### config.mk
export PLATFORM = sky130hd
export DESIGN_NAME = sbclk_gen
export DESIGN_NICKNAME = d
export VERILOG_FILES = /design/src/rtl/sbcg_pkg.sv /design/src/rtl/sbcg_edge.sv /design/src/rtl/sbcg_baud_div.sv /design/src/rtl/sbclk_gen.sv
export SDC_FILE = /design/constraint.sdc
export NUM_CORES = 1
export LEC_CHECK = 0
export BUFFER_PORTS_ARGS = -buffer_cell sky130_fd_sc_hd__buf_2
export CAP_MARGIN = 15
export CORE_AREA = 2 2 39 41
export DETAILED_ROUTE_END_ITERATION = 8
export DIE_AREA = 0 0 41 43
export GPL_TIMING_DRIVEN = 0
export PLACE_DENSITY_LB_ADDON = 0.12
export SLEW_MARGIN = 20
export SYNTH_ARGS = -nofsm -noshare
export SYNTH_HDL_FRONTEND = slang
export SYNTH_SLANG_ARGS = --single-unit
### constraint.sdc
create_clock -name clk -period 2.9 [get_ports clk]
set_input_delay 0.145 -clock clk [delete_from_list [all_inputs] [get_ports clk]]
set_output_delay 0.145 -clock clk [all_outputs]
set_load 0.05 [all_outputs]
### src/rtl/sbcg_pkg.sv
package sbcg_pkg;

    typedef enum logic [1:0] {
        SRC_BAUD = 2'b00,
        SRC_SYS  = 2'b01,
        SRC_TMR  = 2'b10,
        SRC_EXT  = 2'b11
    } src_e;

    typedef struct packed {
        src_e src;
        logic dir;   // 1: pin is an input clock
        logic fall;  // input mode edge choice
    } cfg_t;

    typedef struct packed {
        logic base;
        logic sclk;
        logic samp;
    } clk_out_t;

    localparam clk_out_t OUT_RESET = '{base: 1'b0, sclk: 1'b1, samp: 1'b0};

    function automatic logic pick_edge(input logic lvl, input logic prev, input logic fall);
        return fall ? (prev & ~lvl) : (lvl & ~prev);
    endfunction

endpackage

### src/rtl/sbcg_edge.sv
module sbcg_edge #(
    parameter int STAGES = 2
) (
    input  logic clk,
    input  logic rst,
    input  logic din,
    input  logic fall_sel,
    output logic pulse
);
    import sbcg_pkg::*;

    logic lvl;
    logic prev_q;

    generate
        if (STAGES == 0) begin : g_direct
            assign lvl = din;
        end else begin : g_sync
            logic [STAGES-1:0] sreg;
            always_ff @(posedge clk) begin
                if (rst) begin
                    sreg <= '0;
                end else begin
                    sreg[0] <= din;
                    for (int i = 1; i < STAGES; i++) begin
                        sreg[i] <= sreg[i-1];
                    end
                end
            end
            assign lvl = sreg[STAGES-1];
        end
    endgenerate

    always_ff @(posedge clk) begin
        if (rst) prev_q <= 1'b0;
        else     prev_q <= lvl;
    end

    assign pulse = pick_edge(lvl, prev_q, fall_sel);

    // an edge never yields a pulse longer than one cycle
    a_r9_single_pulse: assert property (@(posedge clk) disable iff (rst)
        pulse |=> !pulse);

endmodule

### src/rtl/sbcg_baud_div.sv
module sbcg_baud_div #(
    parameter int DIV = 2
) (
    input  logic clk,
    input  logic rst,
    input  logic en,
    input  logic tick,
    output logic pulse
);
    localparam int CW = (DIV > 1) ? $clog2(DIV) : 1;
    localparam logic [CW-1:0] LAST = CW'(DIV - 1);

    logic [CW-1:0] cnt_q;

    assign pulse = en & tick & (cnt_q == LAST);

    always_ff @(posedge clk) begin
        if (rst) begin
            cnt_q <= '0;
        end else if (en && tick) begin
            cnt_q <= (cnt_q == LAST) ? '0 : cnt_q + 1'b1;
        end
    end

    // divided output never fires on back-to-back cycles
    a_r2_divided_spacing: assert property (@(posedge clk) disable iff (rst)
        pulse |=> !pulse);

endmodule

### src/rtl/sbclk_gen.sv
module sbclk_gen #(
    parameter int BAUD_DIV    = 2,
    parameter int SYNC_STAGES = 2
) (
    input  logic       clk,
    input  logic       rst,
    input  logic [1:0] src_sel,
    input  logic       clk_dir,
    input  logic       edge_sel,
    input  logic       chan_idle,
    input  logic       baud_tick,
    input  logic       timer_out,
    input  logic       ext_clk_in,
    output logic       base_en,
    output logic       sclk_out,
    output logic       sample_en
);
    import sbcg_pkg::*;

    cfg_t     cfg_q;
    cfg_t     cfg_in;
    clk_out_t out_q;
    clk_out_t out_d;

    logic baud_p, tmr_p, ext_p, src_p, fire;
    logic ext_fall;

    assign cfg_in   = '{src: src_e'(src_sel), dir: clk_dir, fall: edge_sel};
    assign ext_fall = cfg_q.dir & cfg_q.fall;

    always_ff @(posedge clk) begin
        if (rst || chan_idle) cfg_q <= cfg_in;
    end

    sbcg_baud_div #(.DIV(BAUD_DIV)) u_div (
        .clk   (clk),
        .rst   (rst),
        .en    (cfg_q.src == SRC_BAUD),
        .tick  (baud_tick),
        .pulse (baud_p)
    );

    sbcg_edge #(.STAGES(0)) u_tmr (
        .clk      (clk),
        .rst      (rst),
        .din      (timer_out),
        .fall_sel (1'b0),
        .pulse    (tmr_p)
    );

    sbcg_edge #(.STAGES(SYNC_STAGES)) u_ext (
        .clk      (clk),
        .rst      (rst),
        .din      (ext_clk_in),
        .fall_sel (ext_fall),
        .pulse    (ext_p)
    );

    always_comb begin
        unique case (cfg_q.src)
            SRC_BAUD: src_p = baud_p;
            SRC_SYS:  src_p = 1'b1;
            SRC_TMR:  src_p = tmr_p;
            default:  src_p = ext_p;
        endcase
        fire = cfg_q.dir ? ext_p : src_p;

        out_d.base = fire;
        if (cfg_q.dir) begin
            out_d.sclk = 1'b1;
            out_d.samp = fire;
        end else begin
            out_d.sclk = fire ? ~out_q.sclk : out_q.sclk;
            out_d.samp = fire & ~out_q.sclk;
        end
    end

    always_ff @(posedge clk) begin
        if (rst) out_q <= OUT_RESET;
        else     out_q <= out_d;
    end

    assign base_en   = out_q.base;
    assign sclk_out  = out_q.sclk;
    assign sample_en = out_q.samp;

    // system clock source in output mode enables every cycle
    a_r3_sys_every_cycle: assert property (@(posedge clk) disable iff (rst)
        (cfg_q.src == SRC_SYS && !cfg_q.dir) |=> base_en);

    // in output mode the shift clock flips with each enable
    a_r6_toggle_on_enable: assert property (@(posedge clk) disable iff (rst)
        (base_en && !$past(cfg_q.dir)) |-> (sclk_out != $past(sclk_out)));

    // sampling strobe in output mode only on a low-to-high step
    a_r7_sample_on_rise: assert property (@(posedge clk) disable iff (rst)
        (sample_en && !$past(cfg_q.dir)) |-> (sclk_out && !$past(sclk_out)));

    // a strobe always travels with an enable
    a_r7_sample_with_base: assert property (@(posedge clk) disable iff (rst)
        sample_en |-> base_en);

    // input mode leaves the shift clock high
    a_r8_input_sclk_high: assert property (@(posedge clk) disable iff (rst)
        cfg_q.dir |=> sclk_out);

    // settings stay put while the channel is busy
    a_r10_cfg_hold: assert property (@(posedge clk) disable iff (rst)
        !chan_idle |=> $stable(cfg_q));

endmodule

==> metrics.md <==
| Metric | Value |
|---|---|
| Number of cells on the worst reg-to-reg path | 4 |
| Global-route wire length before repair | about 1100 um |
| CTS Sinks | 12 |
| # Post-CTS Setup Buffers | 0 |
| Last weighted congestion value of the routability-driven placer | between 0.7 and 0.8 |
| Cells along the critical path | and4b_1, a211oi_2, nor2_2, a21o_1 |
| Placed cells | 64 |
| Portion of the post-synthesis area used by sequential elements | between 50 and 60% |
| Sequential standard cell area | about 280 sq um |
| Placement row count | 14 |
| Chip Height | about 43 um |
| Total Power Consumption | approximately 0.00037 W |
| Gate count of the mapped netlist | 37 |
| Post-detailed-route count of antenna-violating nets | 0 |
| Largest net degree at the start of global routing | 11 |
| CP max stage cell | sky130_fd_sc_hd__edfxtp_1 |
| Clock-pin slew of the registers on the worst-case setup and hold paths | around 0.070 ns |
| Fraction of layout instances using a drive strength above 1 | about two fifths |
| Number of buffers created by CTS | 3 |
| Average via count per standard cell | 4.56 |
| Library cells used by synthesis | 19 |
| Path type of the worst setup path | reg -> reg |
| Root buffer cell | sky130_fd_sc_hd__clkbuf_4 |
| Aggregate global-route resource usage | under 10% |
| Post-Syn Area per Cell | between 10 and 15 sq um |
| Number of detailed-routing iterations run before antenna repair | 4 |
| Number of global-route vias before repair | about 280 |
| Number of synthesized register bits | 12 |
| Later-pin clock latency in the skew report | 0.27 ns |
| Setup repair after global routing missed its margin | no |
| TritonCTS clock tree | built |
| Count of buffers inserted at the top-level ports | 11 |
| Fin crit share | a little under half |
| GR Overflow Total | 0 |
| CP Launch Type | register |
| Total wirelength of the detailed-routed design | approximately 700 um |
| Kind of end point of the critical path | register |
| Floorplan die area | between 1500 and 2000 sq um |
| Final Instance Count excl. Fillers | 68 |
| Top library cells by usage in the layout, fill and taps aside | 11 x sky130_fd_sc_hd__buf_2, 8 x sky130_fd_sc_hd__dfxtp_1, 6 x sky130_fd_sc_hd__nor2b_1, 4 x sky130_fd_sc_hd__edfxtp_1, 3 x sky130_fd_sc_hd__clkbuf_4 |
| Antenna cell count | 0 |
| Highest achievable clock rate | 0.734 GHz |
| Max Buffers Root-to-Sink | 2 |
| Final standard cell utilization of the core | a little over two fifths |
| Count of final setup violators | 0 |
| Starting Density | 34.6% |
| Nets@finish | between 60 and 70 |
| Leakage power total | around 0.25 nW |
| DRC marker count from the first detailed-route iteration | 2 |
| Post-detailed-route wirelength per cell | between 10 and 15 um |
| Detailed placer's ending HPWL | between 500 and 600 um |
| Final hold viol count | 0 |
| Warnings, synthesis | 0 |
| Setup TNS Final | 0 ns |
| Fillers | 146 |
| Area of combinational cells with multiple inputs | ~200 sq um |
| Req. time, crit path | approximately 3 ns |
| Stage delay of the slowest cell on the critical path | ~0.51 ns |
| DRC viols | 0 |
| Netlist area before placement | between 400 and 500 sq um |
| Maximum clock skew at final layout | slightly below 0.003 ns |
| Placeable core region | approximately 1400 sq um |
| Data arrival time of the critical path | between 1.5 and 2 ns |
| H-Tree Depth | 1 |
| Final Max Tran Viols | 0 |
| Actual slew at the worst max-slew pin | slightly above 0.4 ns |
| Result of the run | finished, final reports clean |
| Number of antenna violations at the first check in global routing | 0 |
| Max cap viols | 0 |
| Io pins | 13 |
| Via Count | between 300 and 400 |
| Max-slew headroom | 73.1% |
| Die Span X | approximately 41 um |
| Post-cts resize count | 0 |
| Hold Path Class | in -> reg |
| Cell count of the worst hold path | 1 |
| Layout overhead on the synthesized area | 23.2% |
| Highest net fanout along the worst path | 7 |
| PD cells | ~630 nW/um^2 |
| Final period demand of the worst path | around 1.4 ns |
| Peak VDD IR | 0.335 mV |
| Hold buffer count at CTS | 0 |
| Leading cell type in the layout, fill and taps excluded | sky130_fd_sc_hd__buf_2 |
| Nets in the synthesized netlist | 47 |
cells by family (layout without fill, tap and decap cells):
group | count (synthesis) | after routing | synth area share (%)
AO/OA/AOI/OAI | 4 | 4 | 11.0
multiplexers | 2 | 2 | 4.18
buffers and inverters | 1 | 16 | 0.783
AND/OR/NAND/NOR | 17 | 17 | 23.8
XOR/XNOR | 1 | 1 | 1.83
flip-flops | 12 | 12 | 58.5
stage by stage:
stage | area, sq um | hold slack (ns) | worst slack (ns)
detailed placement | 554 | 0.323 | 1.53
CTS | 591 | 0.0447 | 1.53
global placement | 554 | 0.321 | 1.55
floorplan | 479 | 0.244 | 1.62
global route | 591 | 0.0370 | 1.45
finish | 591 | 0.0508 | 1.54
layer usage:
layer,wire (um),GRT usage [%],vias up
met4,12,6.00,0
met2,314,14.1,14
met3,67,4.71,2
met5,0,0,-
met1,301,11.4,134
li1,-,-,160
power by group:
part	internal, W	switching (W)	leakage [nW]
Clock	0.0000762	0.0000527	0.0210
Combinational	0.0000196	0.0000246	0.117
Sequential	0.000186	0.0000103	0.107
Total	0.000282	0.0000876	0.245
synthesized netlist by cell type:
master                      n  area share [%]
sky130_fd_sc_hd__nor3b_1    2             3.1
sky130_fd_sc_hd__edfxtp_1   4              25
sky130_fd_sc_hd__nor2b_1    6             7.8
sky130_fd_sc_hd__nor3b_2    1             2.6
sky130_fd_sc_hd__dfxtp_1    8              33
sky130_fd_sc_hd__nand2_1    1            0.78
sky130_fd_sc_hd__a21oi_1    1             1.0
sky130_fd_sc_hd__xnor2_1    1             1.8
sky130_fd_sc_hd__nor2_2     1             1.3
sky130_fd_sc_hd__a21o_1     1             1.6
sky130_fd_sc_hd__clkbuf_1   1            0.78
sky130_fd_sc_hd__mux2i_1    2             4.2
sky130_fd_sc_hd__nor2_1     1            0.78
sky130_fd_sc_hd__a2111oi_4  1             5.7
sky130_fd_sc_hd__or2_2      1             1.3
sky130_fd_sc_hd__and3b_1    1             1.8
sky130_fd_sc_hd__nor3_1     2             2.1
sky130_fd_sc_hd__and4b_1    1             2.1
sky130_fd_sc_hd__a211oi_2   1             2.6
registers in the layout, summed over array words and instances (netlist names):
register / flops
u_div.cnt_q: 1
u_ext.g_sync.sreg: 2
sclk_out: 1
cfg_q: 4
sample_en: 1
u_ext.prev_q: 1
u_tmr.prev_q: 1
base_en: 1
cell type report:
class | count | share of cell area [%]
Clock buffer | 4 | 6.14
Tap cell | 16 | 3.39
Buffer | 1 | 0.636
Timing Repair Buffer | 11 | 9.32
Sequential cell | 12 | 47.5
Multi-Input combinational cell | 24 | 33.1
worst max-delay path, delay by kind of cell, from the launching register on:
kind             cells  cell delay [ns]
AND/OR/NAND/NOR      2             0.35
flip-flops           1             0.51
AO/OA/AOI/OAI        2             0.41
path summary, 6_finish.rpt:
kind	startpoint	endpoint	slack (ns)
max	cfg_q[1]$_DFFE_PP_	sample_en$_SDFF_PP0_	1.54
min	src_sel[1]	cfg_q[3]$_DFFE_PP_	0.05
max reg2reg	cfg_q[1]$_DFFE_PP_	sample_en$_SDFF_PP0_	1.54
min reg2reg	u_ext.g_sync.sreg[0]$_SDFF_PP0_	u_ext.g_sync.sreg[1]$_SDFF_PP0_	0.44
Power figures use the tool's default switching activity.
